### config.mk
export PLATFORM = sky130hd
export DESIGN_NAME = load_shedder
export DESIGN_NICKNAME = d
export VERILOG_FILES = /design/src/rtl/load_shed_pkg.sv /design/src/rtl/shed_ctrl.sv /design/src/rtl/shed_relays.sv /design/src/rtl/load_shedder.sv
export SDC_FILE = /design/constraint.sdc
export NUM_CORES = 1
export LEC_CHECK = 0
export ABC_AREA = 1
export ABC_CLOCK_PERIOD_IN_PS = 3900
export BUFFER_PORTS_ARGS = -buffer_cell sky130_fd_sc_hd__buf_2
export CORE_AREA = 2 2 39 41
export CTS_CLUSTER_SIZE = 25
export DETAILED_ROUTE_END_ITERATION = 16
export DIE_AREA = 0 0 41 43
export HOLD_SLACK_MARGIN = 0.08
export PLACE_DENSITY = 0.57
export REMOVE_ABC_BUFFERS = 1
export SLEW_MARGIN = 20
export SYNTH_ARGS = -nofsm -noshare
export SYNTH_HDL_FRONTEND = slang
export SYNTH_SLANG_ARGS = --single-unit
### constraint.sdc
create_clock -name clk -period 3.9 [get_ports clk]
set_clock_uncertainty 0.2 [all_clocks]
set_input_delay 0.78 -clock clk [delete_from_list [all_inputs] [get_ports clk]]
set_output_delay 0.78 -clock clk [all_outputs]
set_load 0.01 [all_outputs]
### src/rtl/load_shed_pkg.sv
package load_shed_pkg;
  localparam int NUM_LOADS = 5;
  localparam int IDX_FRIDGE = 0;
  localparam int IDX_DISHWASHER = 1;
  localparam int IDX_FREEZER = 2;
  localparam int IDX_AIRCON = 3;
  localparam int IDX_WASHER = 4;
  localparam logic [NUM_LOADS-1:0] SPARE_MASK =
    NUM_LOADS'((1 << IDX_FRIDGE) | (1 << IDX_AIRCON));

  typedef struct packed {
    logic connectAll;
    logic shed;
  } relayCmd_t;

  typedef enum logic [1:0] {
    ST_CONN  = 2'd0,
    ST_DELAY = 2'd1,
    ST_SHED  = 2'd2,
    ST_IDLE  = 2'd3
  } shedState_t;
endpackage

### src/rtl/shed_ctrl.sv
module shed_ctrl
  import load_shed_pkg::*;
#(
  parameter int VARIANT = 1,
  parameter int DELAY_CYCLES = 6
) (
  input  logic      clk,
  input  logic      rst,
  input  logic      emergency,
  input  logic      swapReq,
  input  logic      parentActive,
  output relayCmd_t cmd,
  output logic      idleNow
);
  localparam int CW = $clog2(DELAY_CYCLES + 1);
  localparam logic [CW-1:0] LAST_CNT = CW'(DELAY_CYCLES - 1);

  shedState_t stateQ, nextState, effState;
  logic [CW-1:0] cntQ, nextCnt;

  always_comb begin
    nextState = stateQ;
    nextCnt = cntQ;
    cmd = '0;
    effState = (stateQ == ST_IDLE) ? ST_CONN : stateQ;
    if (swapReq || !parentActive) begin
      nextState = ST_IDLE;
      nextCnt = '0;
    end else if (VARIANT == 0) begin
      nextCnt = '0;
      if (emergency) begin
        cmd.shed = 1'b1;
        nextState = ST_SHED;
      end else begin
        cmd.connectAll = 1'b1;
        nextState = ST_CONN;
      end
    end else if (!emergency) begin
      cmd.connectAll = 1'b1;
      nextState = ST_CONN;
      nextCnt = '0;
    end else begin
      case (effState)
        ST_CONN: begin
          cmd.connectAll = 1'b1;
          nextState = ST_DELAY;
          nextCnt = CW'(1);
        end
        ST_DELAY: begin
          if (cntQ == LAST_CNT) begin
            cmd.shed = 1'b1;
            nextState = ST_SHED;
            nextCnt = '0;
          end else begin
            nextCnt = cntQ + CW'(1);
          end
        end
        default: begin
          cmd.shed = 1'b1;
          nextState = ST_SHED;
        end
      endcase
    end
  end

  always_ff @(posedge clk) begin
    if (rst) begin
      stateQ <= ST_CONN;
      cntQ <= '0;
    end else begin
      stateQ <= nextState;
      cntQ <= nextCnt;
    end
  end

  assign idleNow = (stateQ == ST_IDLE);

  // the delay counter never runs past its window
  a_r4_count_bound: assert property (@(posedge clk) disable iff (rst)
    cntQ < CW'(DELAY_CYCLES));

  // a request seen at the previous edge leaves the machine idle
  a_r6_idle_after_req: assert property (@(posedge clk) disable iff (rst)
    (!$past(rst) && $past(swapReq)) |-> idleNow);

  // an inactive parent at the previous edge leaves the machine idle
  a_r7_idle_parent: assert property (@(posedge clk) disable iff (rst)
    (!$past(rst) && !$past(parentActive)) |-> idleNow);
endmodule

### src/rtl/shed_relays.sv
module shed_relays
  import load_shed_pkg::*;
#(
  parameter int VARIANT = 1
) (
  input  logic                 clk,
  input  logic                 rst,
  input  relayCmd_t            cmd,
  output logic [NUM_LOADS-1:0] relayOn
);
  logic [NUM_LOADS-1:0] shedPattern;

  generate
    if (VARIANT == 0) begin : g_full_shed
      assign shedPattern = '0;
    end else begin : g_selective_shed
      assign shedPattern = SPARE_MASK;
      // spared loads stay connected in the selective variant
      a_r3_spared_on: assert property (@(posedge clk) disable iff (rst)
        relayOn[IDX_FRIDGE] && relayOn[IDX_AIRCON]);
    end
  endgenerate

  always_ff @(posedge clk) begin
    if (rst) begin
      relayOn <= '1;
    end else if (cmd.connectAll) begin
      relayOn <= '1;
    end else if (cmd.shed) begin
      relayOn <= shedPattern;
    end
  end

  // the control never asks for both actions at once
  a_r2_cmd_exclusive: assert property (@(posedge clk) disable iff (rst)
    $onehot0({cmd.connectAll, cmd.shed}));

  // reset leaves every load connected
  a_r1_reset_relays: assert property (@(posedge clk)
    $past(rst) |-> (relayOn == '1));
endmodule

### src/rtl/load_shedder.sv
module load_shedder
  import load_shed_pkg::*;
#(
  parameter int VARIANT = 1,
  parameter int DELAY_CYCLES = 6
) (
  input  logic       clk,
  input  logic       rst,
  input  logic       emergency,
  input  logic       swapReq,
  input  logic       parentActive,
  output logic [4:0] relayOn,
  output logic       swapAllow
);
  relayCmd_t cmd;
  logic idleNow;

  shed_ctrl #(.VARIANT(VARIANT), .DELAY_CYCLES(DELAY_CYCLES)) u_ctrl (
    .clk(clk), .rst(rst), .emergency(emergency), .swapReq(swapReq),
    .parentActive(parentActive), .cmd(cmd), .idleNow(idleNow)
  );

  shed_relays #(.VARIANT(VARIANT)) u_relays (
    .clk(clk), .rst(rst), .cmd(cmd), .relayOn(relayOn)
  );

  assign swapAllow = idleNow && swapReq;

  // an edge that enters or keeps idle leaves the relays untouched
  a_r8_idle_hold: assert property (@(posedge clk) disable iff (rst)
    (!$past(rst) && ($past(swapReq) || !$past(parentActive))) |-> $stable(relayOn));

  // permission is low right after reset
  a_r1_reset_allow: assert property (@(posedge clk)
    $past(rst) |-> !swapAllow);

  generate
    if (VARIANT == 0) begin : g_v0_check
      // an emergency on a normal edge opens every relay
      a_r2_full_shed: assert property (@(posedge clk) disable iff (rst)
        (!$past(rst) && $past(emergency && !swapReq && parentActive)) |-> (relayOn == '0));
    end
  endgenerate
endmodule

# After elaboration in Yosys (flattened, before gate mapping)
# Index checks and enable logic that the tools add are counted.
[op_classes]
bitwise_logic = 1
muxes = 13
eq_ne = 4
addsub = 1
n_reduce_logical = 7
[op_table]
columns = ["operator", "n"]
rows = [
  ["2-to-1 mux 2 bit", 5],
  ["case mux 3 bit (2 select lines)", 1],
  ["2-to-1 mux 1 bit", 4],
  ["inequality test 4 x 2 -> 1 bit, second input constant", 1],
  ["case mux 2 bit (2 select lines)", 1],
  ["adder 3 x 1 -> 3 bit, second input constant", 1],
  ["equality test 3 bit, second input constant", 1],
  ["2-to-1 mux 3 bit", 1],
  ["OR reduction 3 bit", 1],
  ["equality test 2 x 1 -> 1 bit, second input constant", 1],
  ["equality test 2 bit, second input constant", 1],
  ["zero test 2 bit", 1],
  ["case mux 1 bit (2 select lines)", 1],
  ["nonzero test 2 bit", 1],
  ["OR reduction 2 bit", 1],
  ["logical AND 1 bit", 1],
  ["zero test 1 bit", 1],
  ["logical OR 1 bit", 1],
  ["inverter 1 bit", 1],
]
[word_totals]
out_inout_bits = 6
wordCells = 29
inputBits = 5
register_bits = 8

# Logic depth before layout (Yosys ltp)
[logic_depth]
depth_word = 7
ltp_mapped = 8

# Hierarchy
# Synthesis repeated with hierarchy kept, for this count alone.
[hier_totals]
cells_unflattened = 57
hier_area_um2 = 397.9
[modules_own_cells]
columns = ["mod", "n_inst", "area_each_um2", "cells_per_inst", "seq_area_each_um2"]
rows = [
  ["shed_ctrl", 1, 321.6, 45, 100.1],
  ["shed_relays", 1, 68.8, 10, 20.0],
  ["load_shedder", 1, 7.5, 2, 0.0],
]

# Worst setup path after synthesis
# No wires, ideal clock.
[synth_path]
path_type = "in2out"
startpoint = "input swapReq"
endpoint = "output swapAllow"
t_arrival_ns = 0.889
required_time_ns = 2.920
setup_slack_ns = 2.031
path_stages = 2
path_cell_list = "nand2_1 > inv_1"
[synth_between]
elab_chain_len = 1
[synth_rtl]
columns = ["item", "line", "rtl"]
rows = [
  ["from (decl)", "load_shedder.sv:10", "input logic swapReq,"],
  ["logical AND 1 bit", "load_shedder.sv:27", "assign swapAllow = idleNow && swapReq;"],
  ["to (decl)", "load_shedder.sv:13", "output logic swapAllow"],
]
# Every way passes these cells.

# Worst setup path in the final report
# Ends and elaborated chain as after synthesis.

==> flow_metrics.env <==
export IMPL_status="complete, no violations"
export IMPL_cts_tree="done"
export IMPL_layout_setup_ws_ns=1.81
export IMPL_syn_cell_area_sq_um=443
export IMPL_wl_um=805
export IMPL_fin_setup_tns_ns=0
export IMPL_clk_pin_slew_ns=0.05
export IMPL_die_y_um=43
export IMPL_drt_initial_drc_count=7
export IMPL_r2r_cells=7
export IMPL_timing_rr_end="u_ctrl.stateQ[1]"
export IMPL_max_cap_violations=0
export IMPL_synthXorXnorAreaFrac_pct=0
export IMPL_r2r_slack_ns=2.46
export IMPL_grt_ovfl_total=0
export IMPL_path_buf_inv=3
export IMPL_core_sq_um=1380
export IMPL_dpl_worst_slack_ns=1.82
export IMPL_grt_pass1_vias=355
export IMPL_max_stage_delay_ns=0.13
export IMPL_ir_drop_mv=0.106
export IMPL_min_period_over_period_pct=53.5
export IMPL_slew_violations=0
export IMPL_rsz0062_at_grt="no"
export IMPL_cp_max_fo=3
export IMPL_vias_per_cell=4.45
export IMPL_path_delay_family="buffers and inverters"
export IMPL_yosys_area_top_type="dfxtp_1"
export IMPL_crit_path_frequent_cell="buf_2"
export IMPL_synth_top_cell_area_share_pct=27.1
export IMPL_num_rows=14
export IMPL_ioPinCount=11
export IMPL_critPathLaunchType="primary input"
export IMPL_synthAdderAreaFrac_pct=8.47
export IMPL_whs_path_depth=2
export IMPL_clk_latency_ns=0.25
export IMPL_diodes=0
export IMPL_area_delta_synth_final_pct=12.7
export IMPL_ys_seq_elements=6
export IMPL_die_w_um=41
export IMPL_gp_congestion=0.755
export IMPL_min_path_type="reg2reg"
export IMPL_clockRootBuffer="clkbuf_4"
export IMPL_io_buffers=8
export IMPL_fmax_mhz=479
export IMPL_pwr_density_cell_nw_per_um2=314
export IMPL_fillCellCount=163
export IMPL_dp_cells=88
export IMPL_period_minus_slack_ns=2.09
export IMPL_postLayoutCellArea_sq_um=499
export IMPL_cts_sinks=6
export IMPL_dieArea_sq_um=1760
export IMPL_grt_pass1_wl_um=1420
export IMPL_ant_nets=0
export IMPL_vias=405
export IMPL_cts_buffers=3
export IMPL_antenna_found_initial=0
export IMPL_cts_buffer_depth=2
export IMPL_wl_per_cell_um=8.85
export IMPL_synth_compound_area_share_pct=6.50
export IMPL_grt_max_degree=6
export IMPL_cts_resized=0
export IMPL_seq_area_frac_synth_pct=27.1
export IMPL_drc=0
export IMPL_synthMuxAreaShare_pct=0
export IMPL_path_class="in2out"
export IMPL_ctsHoldBuffers=0
export IMPL_slowest_stage="buf_2"
export IMPL_hold_viol_final=0
export IMPL_synth_simple_area_share_pct=39.3
export IMPL_path_cells="buf_2, nand2_1, inv_1, buf_2"
export IMPL_min_from="u_relays.relayOn[2]"
export IMPL_crit_reg2reg_launch="u_ctrl.stateQ[0]"
export IMPL_drive_gt1_share_pct=26.7
export IMPL_dr_pass1_iters=4
export IMPL_regArea_sq_um=120
export IMPL_cp_arrival_ns=1.11
export IMPL_synthCells=67
export IMPL_p_leak_nw=0.262
export IMPL_holdPathEnd="u_relays.relayOn[2]"
export IMPL_hpwl_um=664
export IMPL_ys_warn_count=0
export IMPL_synthTopCellsByArea="dfxtp_1, nand2_1, inv_1"
export IMPL_htreeDepth=1
export IMPL_track_usage_pct=12.1
export IMPL_end_kind="output port"
export IMPL_avgSynthCellArea_sq_um=6.61
export IMPL_dpl_cell_area_sq_um=477
export IMPL_post_cts_setup_buffer_count=0
export IMPL_instances_no_fill=91
export IMPL_worstPathRequired_ns=2.92
export IMPL_multiInputGateArea_sq_um=248
export IMPL_nets=85
export IMPL_initial_core_util_pct=32.0
export IMPL_setup_violations=0
export IMPL_synth_cell_types=18
export IMPL_synth_top_family_by_area="simple AND/OR/NAND/NOR gates"
-- layout make-up --
class                      count  area share [%]
timing repair buffer           8            8.02
multi-input combinational     45            49.6
tap                           16            4.01
clock buffer                   3            4.51
inverter                      13            9.77
sequential                     6            24.1
-- registers in the layout (all words and copies together), names as in the netlist --
name,cells
u_relays.relayOn,1
u_ctrl.stateQ,2
u_ctrl.cntQ,3
-- cells in the mapped netlist --
master   count
nand2_1     16
inv_1       11
nor2_1       7
dfxtp_1      6
nand3_1      5
buf_4        4
ha_1         3
o21ai_1      3
inv_2        2
nand2_4      2
a21oi_1      1
a21oi_2      1
conb_1       1
nand2_2      1
nand3_2      1
nor2_2       1
nor2_4       1
nor4_1       1
-- kinds of logic (layout without fill, tap and decap cells) --
logic type,after synthesis,count (layout)
AO/OA/AOI/OAI,5,5
adder cells (fa/ha/maj),3,3
buffers and inverters,17,24
flip-flops,6,6
other,1,2
AND/OR/NAND/NOR,35,35
-- power breakdown --
part           internal, W  switching (W)
Combinational    0.0000112      0.0000193
Sequential       0.0000639     0.00000247
Clock            0.0000350      0.0000248
Total             0.000110      0.0000466
-- per-layer routing --
layer	share of wire [%]	up-vias	track usage, %
met3	4.1	0	6.28
met1	46	181	15.2
met2	50	8	17.2
met5	0	-	0
li1	-	216	-
met4	0	0	4.00
-- stage by stage --
| step | total power [W] | hold slack, ns | utilization [%] |
|---|---|---|---|
| floorplan | 0.0000892 | 0.286 | - |
| global placement | 0.0000983 | 0.271 | 34.4 |
| detailed placement | 0.0000984 | 0.279 | 34.4 |
| CTS | 0.000160 | 0.286 | 36.1 |
| global route | 0.000168 | 0.326 | 36.1 |
| finish | 0.000157 | 0.276 | 36.1 |
-- worst max-delay path by stage --
stage                       start   endpoint  slack, ns  cells past startpoint
after global routing      swapReq  swapAllow       1.78                      4
after floorplan           swapReq  swapAllow       2.03                      2
after CTS                 swapReq  swapAllow       1.82                      4
after global placement    swapReq  swapAllow       1.82                      4
final                     swapReq  swapAllow       1.81                      4
after detailed placement  swapReq  swapAllow       1.82                      4
-- worst reg2reg max path, stage by stage (launching register included) --
cell	delay, ns
dfxtp_1	0.39
inv_1	0.06
ha_1	0.31
nor2_1	0.06
o21ai_1	0.15
nand2_1	0.07
nand2_1	0.06
inv_1	0.03
-- placed cells by master, fill, tap and decap left out, drive strengths merged --
cell / n
a21oi: 2
buf: 8
clkbuf: 3
conb: 2
dfxtp: 6
ha: 3
inv: 13
nand2: 19
nand3: 6
nor2: 9
nor4: 1
o21ai: 3
Power figures use the tool's default switching activity.
